## config.mk

```make
export PLATFORM = sky130hd
export DESIGN_NAME = sline_autobaud
export DESIGN_NICKNAME = d
export VERILOG_FILES = /design/src/rtl/sline_ab_pkg.sv /design/src/rtl/sline_ab_sampler.sv /design/src/rtl/sline_ab_lowtimer.sv /design/src/rtl/sline_ab_meter.sv /design/src/rtl/sline_autobaud.sv
export SDC_FILE = /design/constraint.sdc
export NUM_CORES = 1
export LEC_CHECK = 0
export ABC_AREA = 1
export BUFFER_PORTS_ARGS = -buffer_cell sky130_fd_sc_hd__buf_2
export CAP_MARGIN = 25
export CELL_PAD_IN_SITES_DETAIL_PLACEMENT = 0
export CELL_PAD_IN_SITES_GLOBAL_PLACEMENT = 1
export CORE_ASPECT_RATIO = 0.6
export CORE_MARGIN = 2
export CORE_UTILIZATION = 50
export DETAILED_ROUTE_END_ITERATION = 6
export PLACE_DENSITY_LB_ADDON = 0.1
export SLEW_MARGIN = 10
export SYNTH_ARGS = -nofsm -noshare
export SYNTH_HDL_FRONTEND = slang
export SYNTH_SLANG_ARGS = --single-unit
```

## constraint.sdc

```tcl
create_clock -name clk -period 3.5 [get_ports clk]
set_input_delay 0.7 -clock clk [delete_from_list [all_inputs] [get_ports clk]]
set_output_delay 0.7 -clock clk [all_outputs]
set_load 0.03 [all_outputs]
```

## src/rtl/sline_ab_pkg.sv

```systemverilog
package sline_ab_pkg;

   typedef enum logic [2:0] {
      AB_HUNT  = 3'd0,
      AB_BREAK = 3'd1,
      AB_GUARD = 3'd2,
      AB_WAIT  = 3'd3,
      AB_MEAS  = 3'd4,
      AB_STOP  = 3'd5,
      AB_LOCK  = 3'd6
   } ab_state_e;

   // falling edges in the 0x55 frame and log2 of the bit times they span
   localparam int unsigned SYNC_FALLS = 5;
   localparam int unsigned SPAN_SHIFT = 3;
   localparam int unsigned FRAME_BITS = 12;

endpackage

```

## src/rtl/sline_ab_sampler.sv

```systemverilog
module sline_ab_sampler #(
   parameter int unsigned STAGES = 2
) (
   input  logic clk,
   input  logic rst_n,
   input  logic line_i,
   output logic ln_o,
   output logic fall_o,
   output logic rise_o
);

   logic ln_q;

   generate
      if (STAGES < 1) begin : g_bad_stages
         $error("sline_ab_sampler: STAGES must be at least 1");
      end

      if (STAGES == 1) begin : g_single
         logic s0;
         always_ff @(posedge clk or negedge rst_n) begin
            if (!rst_n) s0 <= 1'b1;
            else        s0 <= line_i;
         end
         assign ln_o = s0;
      end else begin : g_chain
         logic [STAGES-1:0] pipe;
         always_ff @(posedge clk or negedge rst_n) begin
            if (!rst_n) pipe <= '1;
            else        pipe <= {pipe[STAGES-2:0], line_i};
         end
         assign ln_o = pipe[STAGES-1];
      end
   endgenerate

   always_ff @(posedge clk or negedge rst_n) begin
      if (!rst_n) ln_q <= 1'b1;
      else        ln_q <= ln_o;
   end

   assign fall_o = ln_q & ~ln_o;
   assign rise_o = ~ln_q & ln_o;

endmodule

```

## src/rtl/sline_ab_lowtimer.sv

```systemverilog
module sline_ab_lowtimer #(
   parameter int unsigned CNT_W        = 16,
   parameter int unsigned BREAK_CYCLES = 600
) (
   input  logic clk,
   input  logic rst_n,
   input  logic ln_i,
   output logic brk_o
);

   localparam logic [CNT_W-1:0] LOW_SAT  = CNT_W'(BREAK_CYCLES);
   localparam logic [CNT_W-1:0] LOW_LAST = CNT_W'(BREAK_CYCLES - 1);

   logic [CNT_W-1:0] low_cnt;

   // saturating run length of low samples; the count never wraps, so one
   // long low yields a single qualification
   always_ff @(posedge clk or negedge rst_n) begin
      if (!rst_n)                low_cnt <= '0;
      else if (ln_i)             low_cnt <= '0;
      else if (low_cnt != LOW_SAT) low_cnt <= low_cnt + 1'b1;
   end

   assign brk_o = !ln_i && (low_cnt == LOW_LAST);

endmodule

```

## src/rtl/sline_ab_meter.sv

```systemverilog
module sline_ab_meter
   import sline_ab_pkg::*;
#(
   parameter int unsigned CNT_W = 16,
   parameter bit          ROUND = 1'b0
) (
   input  logic             clk,
   input  logic             rst_n,
   input  logic             start_i,
   input  logic             step_i,
   input  logic             fall_i,
   output logic [CNT_W-1:0] span_o,
   output logic             last_o,
   output logic [CNT_W-1:0] period_o
);

   logic [CNT_W-1:0] span_q;
   logic [2:0]       nfall_q;

   always_ff @(posedge clk or negedge rst_n) begin
      if (!rst_n) begin
         span_q  <= '0;
         nfall_q <= '0;
      end else if (start_i) begin
         span_q  <= CNT_W'(1);
         nfall_q <= 3'd1;
      end else if (step_i) begin
         span_q <= span_q + 1'b1;
         if (fall_i) nfall_q <= nfall_q + 1'b1;
      end
   end

   assign span_o = span_q;
   assign last_o = step_i && fall_i && (nfall_q == 3'(SYNC_FALLS - 1));

   generate
      if (ROUND) begin : g_round
         logic [CNT_W:0] biased;
         assign biased   = {1'b0, span_q} + (CNT_W+1)'(1 << (SPAN_SHIFT - 1));
         assign period_o = CNT_W'(biased >> SPAN_SHIFT);
      end else begin : g_trunc
         assign period_o = CNT_W'(span_q >> SPAN_SHIFT);
      end
   endgenerate

endmodule

```

## src/rtl/sline_autobaud.sv

```systemverilog
module sline_autobaud
   import sline_ab_pkg::*;
#(
   parameter int unsigned CNT_W        = 16,
   parameter int unsigned SYNC_STAGES  = 2,
   parameter int unsigned BREAK_CYCLES = 600,
   parameter int unsigned GUARD_CYCLES = 20,
   parameter int unsigned SYNC_TIMEOUT = 1000,
   parameter int unsigned MIN_BIT      = 4,
   parameter int unsigned MAX_BIT      = 40,
   parameter bit          ROUND        = 1'b0
) (
   input  logic             clk,
   input  logic             rst_n,
   input  logic             line_i,
   output logic [CNT_W-1:0] bit_period_o,
   output logic             link_rst_o,
   output logic             synced_o
);

   localparam logic [CNT_W-1:0] GRD_LAST = CNT_W'(GUARD_CYCLES - 1);
   localparam logic [CNT_W-1:0] TMO_LAST = CNT_W'(SYNC_TIMEOUT - 1);
   localparam logic [CNT_W-1:0] PER_MIN  = CNT_W'(MIN_BIT);
   localparam logic [CNT_W-1:0] PER_MAX  = CNT_W'(MAX_BIT);

   generate
      if (BREAK_CYCLES <= FRAME_BITS * MAX_BIT) begin : g_bad_break
         $error("sline_autobaud: BREAK_CYCLES must exceed a frame at MAX_BIT");
      end
      if (MIN_BIT < 1 || MIN_BIT > MAX_BIT) begin : g_bad_window
         $error("sline_autobaud: need 1 <= MIN_BIT <= MAX_BIT");
      end
      if (SYNC_TIMEOUT <= (1 << SPAN_SHIFT) * MAX_BIT) begin : g_bad_timeout
         $error("sline_autobaud: SYNC_TIMEOUT shorter than a sync span");
      end
      if (BREAK_CYCLES >= (64'd1 << CNT_W) || SYNC_TIMEOUT >= (64'd1 << CNT_W)) begin : g_bad_width
         $error("sline_autobaud: CNT_W too narrow for the counters");
      end
      if (GUARD_CYCLES < 1) begin : g_bad_guard
         $error("sline_autobaud: GUARD_CYCLES must be at least 1");
      end
   endgenerate

   logic ln_s, fall_s, rise_s, brk_s;
   logic [CNT_W-1:0] span_s, period_s;
   logic             last_s;

   ab_state_e        state_q;
   logic [CNT_W-1:0] gcnt_q, tcnt_q, cand_q, per_q;
   logic [CNT_W:0]   hcnt_q;
   logic             hi_seen_q, synced_q, lrst_q;
   logic             meas_start, meas_step, per_ok;
   logic [CNT_W:0]   stop_last;

   sline_ab_sampler #(
      .STAGES (SYNC_STAGES)
   ) u_samp (
      .clk    (clk),
      .rst_n  (rst_n),
      .line_i (line_i),
      .ln_o   (ln_s),
      .fall_o (fall_s),
      .rise_o (rise_s)
   );

   sline_ab_lowtimer #(
      .CNT_W        (CNT_W),
      .BREAK_CYCLES (BREAK_CYCLES)
   ) u_low (
      .clk   (clk),
      .rst_n (rst_n),
      .ln_i  (ln_s),
      .brk_o (brk_s)
   );

   assign meas_start = (state_q == AB_WAIT) && fall_s && !brk_s;
   assign meas_step  = (state_q == AB_MEAS);

   sline_ab_meter #(
      .CNT_W (CNT_W),
      .ROUND (ROUND)
   ) u_meas (
      .clk      (clk),
      .rst_n    (rst_n),
      .start_i  (meas_start),
      .step_i   (meas_step),
      .fall_i   (fall_s),
      .span_o   (span_s),
      .last_o   (last_s),
      .period_o (period_s)
   );

   assign per_ok    = (period_s >= PER_MIN) && (period_s <= PER_MAX);
   assign stop_last = {cand_q, 1'b0} - 1'b1;

   always_ff @(posedge clk or negedge rst_n) begin
      if (!rst_n) begin
         state_q   <= AB_HUNT;
         gcnt_q    <= '0;
         tcnt_q    <= '0;
         hcnt_q    <= '0;
         cand_q    <= '0;
         per_q     <= '0;
         hi_seen_q <= 1'b0;
         synced_q  <= 1'b0;
         lrst_q    <= 1'b0;
      end else begin
         lrst_q <= brk_s;
         if (brk_s) begin
            state_q  <= AB_BREAK;
            synced_q <= 1'b0;
            per_q    <= '0;
         end else begin
            unique case (state_q)
               AB_BREAK: begin
                  if (rise_s) begin
                     state_q <= AB_GUARD;
                     gcnt_q  <= '0;
                  end
               end
               AB_GUARD: begin
                  if (!ln_s) begin
                     state_q <= AB_HUNT;
                  end else if (gcnt_q == GRD_LAST) begin
                     state_q <= AB_WAIT;
                     tcnt_q  <= '0;
                  end else begin
                     gcnt_q <= gcnt_q + 1'b1;
                  end
               end
               AB_WAIT: begin
                  if (fall_s)                  state_q <= AB_MEAS;
                  else if (tcnt_q == TMO_LAST) state_q <= AB_HUNT;
                  else                         tcnt_q  <= tcnt_q + 1'b1;
               end
               AB_MEAS: begin
                  if (last_s) begin
                     if (per_ok) begin
                        state_q   <= AB_STOP;
                        cand_q    <= period_s;
                        hcnt_q    <= '0;
                        hi_seen_q <= 1'b0;
                     end else begin
                        state_q <= AB_HUNT;
                     end
                  end else if (!fall_s && span_s == TMO_LAST) begin
                     state_q <= AB_HUNT;
                  end
               end
               AB_STOP: begin
                  if (!ln_s) begin
                     if (hi_seen_q) state_q <= AB_HUNT;
                  end else begin
                     hi_seen_q <= 1'b1;
                     if (hcnt_q == stop_last) begin
                        state_q  <= AB_LOCK;
                        synced_q <= 1'b1;
                        per_q    <= cand_q;
                     end else begin
                        hcnt_q <= hcnt_q + 1'b1;
                     end
                  end
               end
               default: ;
            endcase
         end
      end
   end

   assign bit_period_o = per_q;
   assign link_rst_o   = lrst_q;
   assign synced_o     = synced_q;

endmodule

```

==> results.md <==
- The detailed-route via count is 6271.
- The final cell count without fillers is 1162.
- The total detailed-routing wirelength is 17.4 mm.
- In this run, synthesis inferred 0 flip-flops with an integrated enable.
- The pin count of the biggest net entering global routing is 81.
- At the worst endpoint, the arrival time is 3.29 ns.
- The floorplan step defined a die boundary enclosing 15100 sq um.
- In this run the worst path has a maximum fanout of 23.
- The analysis attributes to cell leakage a power of 0.00377 uW.
- Across all register-to-register paths, the minimum setup slack is 0.55 ns.
- For this run, global-route usage on met2 was measured as 32.6%.
- The DRC violation count after routing is 0.
- After synthesis, the netlist uses 40 different library cells.
- The deepest clock path buffer count is 2.
- The via-per-instance ratio is 5.40.
- The synthesis-to-layout area growth is 12.4%.
- After clock tree synthesis, the clock-pin slew on the worst setup and hold paths is 0.06 ns.
- Leaving out fill and tap cells, the most frequent cells in the layout are sky130_fd_sc_hd__nand2_1, sky130_fd_sc_hd__dfrtp_1, sky130_fd_sc_hd__inv_1.
- The width of the die is 157 um.
- The tightest hold path in the finished design has a slack of 0.276 ns.
- After synthesis the cells add up to 7050 sq um.
- The total half-perimeter wirelength after legalization and detailed placement is 12.8 mm.
- Headroom to the max-slew limit came out at 44.7%.
- The root cell of the clock tree is sky130_fd_sc_hd__clkbuf_16.
- Sequential cells were found to cover 42.3% of the synthesized design area.
- The number of buffers inserted during clock tree synthesis is 17.
- The H-tree generated during clock tree synthesis spans 4 levels.
- The number of violations reported at the end of detailed-routing iteration 0 is 539.
- The area taken by multi-input logic gates is 3530 sq um.
- Derived from the worst setup path, the maximum achievable clock frequency is 0.339 GHz.
- For this run, asynchronously set or reset flops after synthesis account for 100%.
- The worst setup path is launched from a register.
- The number of max-cap violations is 0.
- The top cell type by area accounts for 41.2% of the synthesized area.
- The number of setup violations in the final report is 0.
- The core region is 13700 sq um.
- The first global-routing pass estimated 28.8 mm of wire.
- The I/O pin count is 21.
- The largest vdd supply drop is 244 uV.
- The cell area after placement is 7320 sq um.
- The final net count is 971.
- The final-layout setup total negative slack is 0 ns.
- The first detailed-routing pass ran for 5 iterations.
- The largest total area in the synthesized netlist belongs to sky130_fd_sc_hd__dfrtp_1.
- Sorting the synthesized cells by area gives the leading types as sky130_fd_sc_hd__dfrtp_1, sky130_fd_sc_hd__nand2_1, sky130_fd_sc_hd__nand3_1, sky130_fd_sc_hd__inv_1, sky130_fd_sc_hd__nor2_1.
- The initial antenna violation count was 0.
- The category of the critical setup timing path is reg -> reg.
- The most common library cell in the layout ignoring fill and taps is sky130_fd_sc_hd__nand2_1.
- Synthesis produced a netlist whose cell count is 937.
- For this run, the number of Yosys warnings is 0.
- The TritonCTS clock tree is yes.
- The area of all sequential standard cells is 2980 sq um.
- The kind of capture point of the worst setup path is a register.
- The worst hold path belongs to the class in -> async.
- The final count of pins violating max slew was 0.
- The areal power density over the cells is 411 nW/um^2.
- The post-cts hold buffer count is 0.
- The clock net in this run drives a total of 119 sinks.
- The number of endpoints with negative hold slack in the final report came to 0.
- The prevailing post-synth register cell is sky130_fd_sc_hd__dfrtp_1.
- In this run, placement finished with an instance count of 1131.
- The number of global-route vias before repair is 5654.
- After global routing the overflow that remains totals 0.
- The post-CTS resize count is 0.
- The count of nets left with antenna violations once routing finished came out at 0.
- The required time reported for the critical path endpoint is 3.84 ns.
- Setup repair after global routing left no endpoint under its margin.
- The transition at the pin with the smallest max-transition slack is 0.828 ns.
- Global routing used 4.01% of the available met3 tracks.
- Subtracting the final worst setup slack from the clock period gives 2.95 ns.
- The routability-driven placement congestion ratio is 0.918.
- The initial cell density of the core is 51.4%.
- Global routing used 39.7% of the available met1 tracks.
- The flow ran to the end, and the final reports show no timing, DRC or antenna violations.
- In this run the post-CTS setup repair buffer count came out at 0.
- The period utilization is 84.2%.
- Overall power consumption after layout is estimated at 3250 uW.
- On the final layout, the worst clock skew is 0.0104 ns.
- A synthesized cell averages 7.53 sq um.
- The routing layer with the top usage in global route is met1.
- After floorplanning, the core was divided into 33 placement rows.
- In this run the tool buffered the top-level ports with 17 buffer cells.
- The number of fill cells is 1287.
- The count of inserted antenna diode cells is 0.
- Clock latency on the worst-skew pair, taken at its later pin, is 0.41 ns.
- Dividing the detail-routed wire length by the instance count gives 14.9 um.
- After synthesis the netlist holds a flip-flop and latch count of 119.
- The fraction of layout instances using a drive strength above 1 is 10.3%.
- The final standard cell area without fillers is 7930 sq um.
- For this run, the total global-route usage over all layers was measured as 24.4%.
- The die extent in y is 96.0 um.
where the power goes:
part / internal (uW) / leakage, uW / switching (uW) / total [uW]
combinational: 8.05 / 0.00182 / 42.4 / 50.5
clock: 1180 / 0.000298 / 636 / 1820
sequential: 1380 / 0.00165 / 4.26 / 1390
registers in the layout, summed over array words and instances (netlist names):
| name | cells |
|---|---|
| hcnt_q | 17 |
| gcnt_q | 16 |
| tcnt_q | 16 |
| u_low.low_cnt | 16 |
| u_meas.span_o | 16 |
| bit_period_o | 13 |
| cand_q | 13 |
| state_q | 3 |
| u_meas.nfall_q | 3 |
| u_samp.g_chain.pipe | 2 |
| hi_seen_q | 1 |
| link_rst_o | 1 |
| synced_o | 1 |
| u_samp.ln_q | 1 |
cells by family after synthesis:
kind of cell             after synthesis  share of synthesized area (%)
flip-flops                           119                           42.3
other                                  1                         0.0532
XOR/XNOR                              42                           5.22
AND/OR/NAND/NOR                      521                           33.9
buffers and inverters                136                           7.81
adder cells (fa/ha/maj)               10                           1.77
AO/OA/AOI/OAI                        108                           8.92
area by class of cell:
type,instances,share of cell area [%]
multi-input combinational,684,44.5
sequential,119,37.6
clock buffer,17,5.37
inverter,113,5.35
tap,192,3.03
clock inverter,14,2.30
timing repair buffer,23,1.83
critical path: stages (launching register included):
cell                      delay [ns]
sky130_fd_sc_hd__dfrtp_1        0.41
sky130_fd_sc_hd__inv_1          0.18
sky130_fd_sc_hd__ha_1           0.24
sky130_fd_sc_hd__nand2_1        0.13
sky130_fd_sc_hd__nor2_2         0.19
sky130_fd_sc_hd__nand3_1        0.11
sky130_fd_sc_hd__nand2_1        0.11
sky130_fd_sc_hd__nor2_1         0.04
sky130_fd_sc_hd__nor2_1         0.09
sky130_fd_sc_hd__nand3_1        0.10
sky130_fd_sc_hd__nor2_2         0.16
sky130_fd_sc_hd__nand3_1        0.61
sky130_fd_sc_hd__inv_1          0.36
sky130_fd_sc_hd__nand2_1        0.08
sky130_fd_sc_hd__nand2_1        0.07
routing by layer:
metal	share of wire, %	up-vias
li1	-	3131
met1	55	2950
met2	38	180
met3	6.0	10
met4	0.71	0
met5	0	-
final timing paths:
check	from	end	cells after the start
worst max-delay path	cand_q[0]$_DFFE_PN0P_	bit_period_o[3]$_DFFE_PN0P_	14
worst min-delay path	rst_n	tcnt_q[7]$_DFFE_PN0P_	1
worst max register to register	cand_q[0]$_DFFE_PN0P_	bit_period_o[3]$_DFFE_PN0P_	14
worst min register to register	u_samp.g_chain.pipe[0]$_DFF_PN1_	u_samp.g_chain.pipe[1]$_DFF_PN1_	0
max in group asynchronous	rst_n	u_samp.ln_q$_DFF_PN1_	2
min in group clk	u_samp.g_chain.pipe[0]$_DFF_PN1_	u_samp.g_chain.pipe[1]$_DFF_PN1_	0
Yosys cell counts (2+ instances only):
library cell and n:
sky130_fd_sc_hd__buf_6 2, sky130_fd_sc_hd__nand4_1 35, sky130_fd_sc_hd__dfstp_2 3, sky130_fd_sc_hd__o211ai_1 2, sky130_fd_sc_hd__nor2_2 6, sky130_fd_sc_hd__a21oi_1 27, sky130_fd_sc_hd__o21a_1 2, sky130_fd_sc_hd__o21ai_0 46
sky130_fd_sc_hd__nand2_4 4, sky130_fd_sc_hd__o31ai_1 6, sky130_fd_sc_hd__nor3b_1 2, sky130_fd_sc_hd__buf_4 3, sky130_fd_sc_hd__nor4_1 16, sky130_fd_sc_hd__buf_2 11, sky130_fd_sc_hd__o21ai_2 9, sky130_fd_sc_hd__nor2_1 92
sky130_fd_sc_hd__nand3_1 87, sky130_fd_sc_hd__dfrtp_1 116, sky130_fd_sc_hd__xnor2_1 4, sky130_fd_sc_hd__inv_1 103, sky130_fd_sc_hd__nand3b_1 3, sky130_fd_sc_hd__clkbuf_1 7, sky130_fd_sc_hd__o21ai_1 9, sky130_fd_sc_hd__nand2_1 224
sky130_fd_sc_hd__ha_1 10, sky130_fd_sc_hd__nor2_4 7, sky130_fd_sc_hd__xor2_1 38, sky130_fd_sc_hd__a31oi_1 2, sky130_fd_sc_hd__inv_2 10, sky130_fd_sc_hd__nor3_1 40, sky130_fd_sc_hd__a211oi_1 2
metrics by stage:
| step | util [%] | setup WS (ns) |
|---|---|---|
| 2_1_floorplan | - | 1.42 |
| 3_3_place_gp | 53.4 | 0.716 |
| 3_5_place_dp | 53.4 | 0.638 |
| 4_1_cts | 57.8 | 0.614 |
| 5_1_grt | 57.8 | 0.305 |
| 6_report | 57.8 | 0.552 |
No activity file was read; power rests on OpenSTA's default activity.
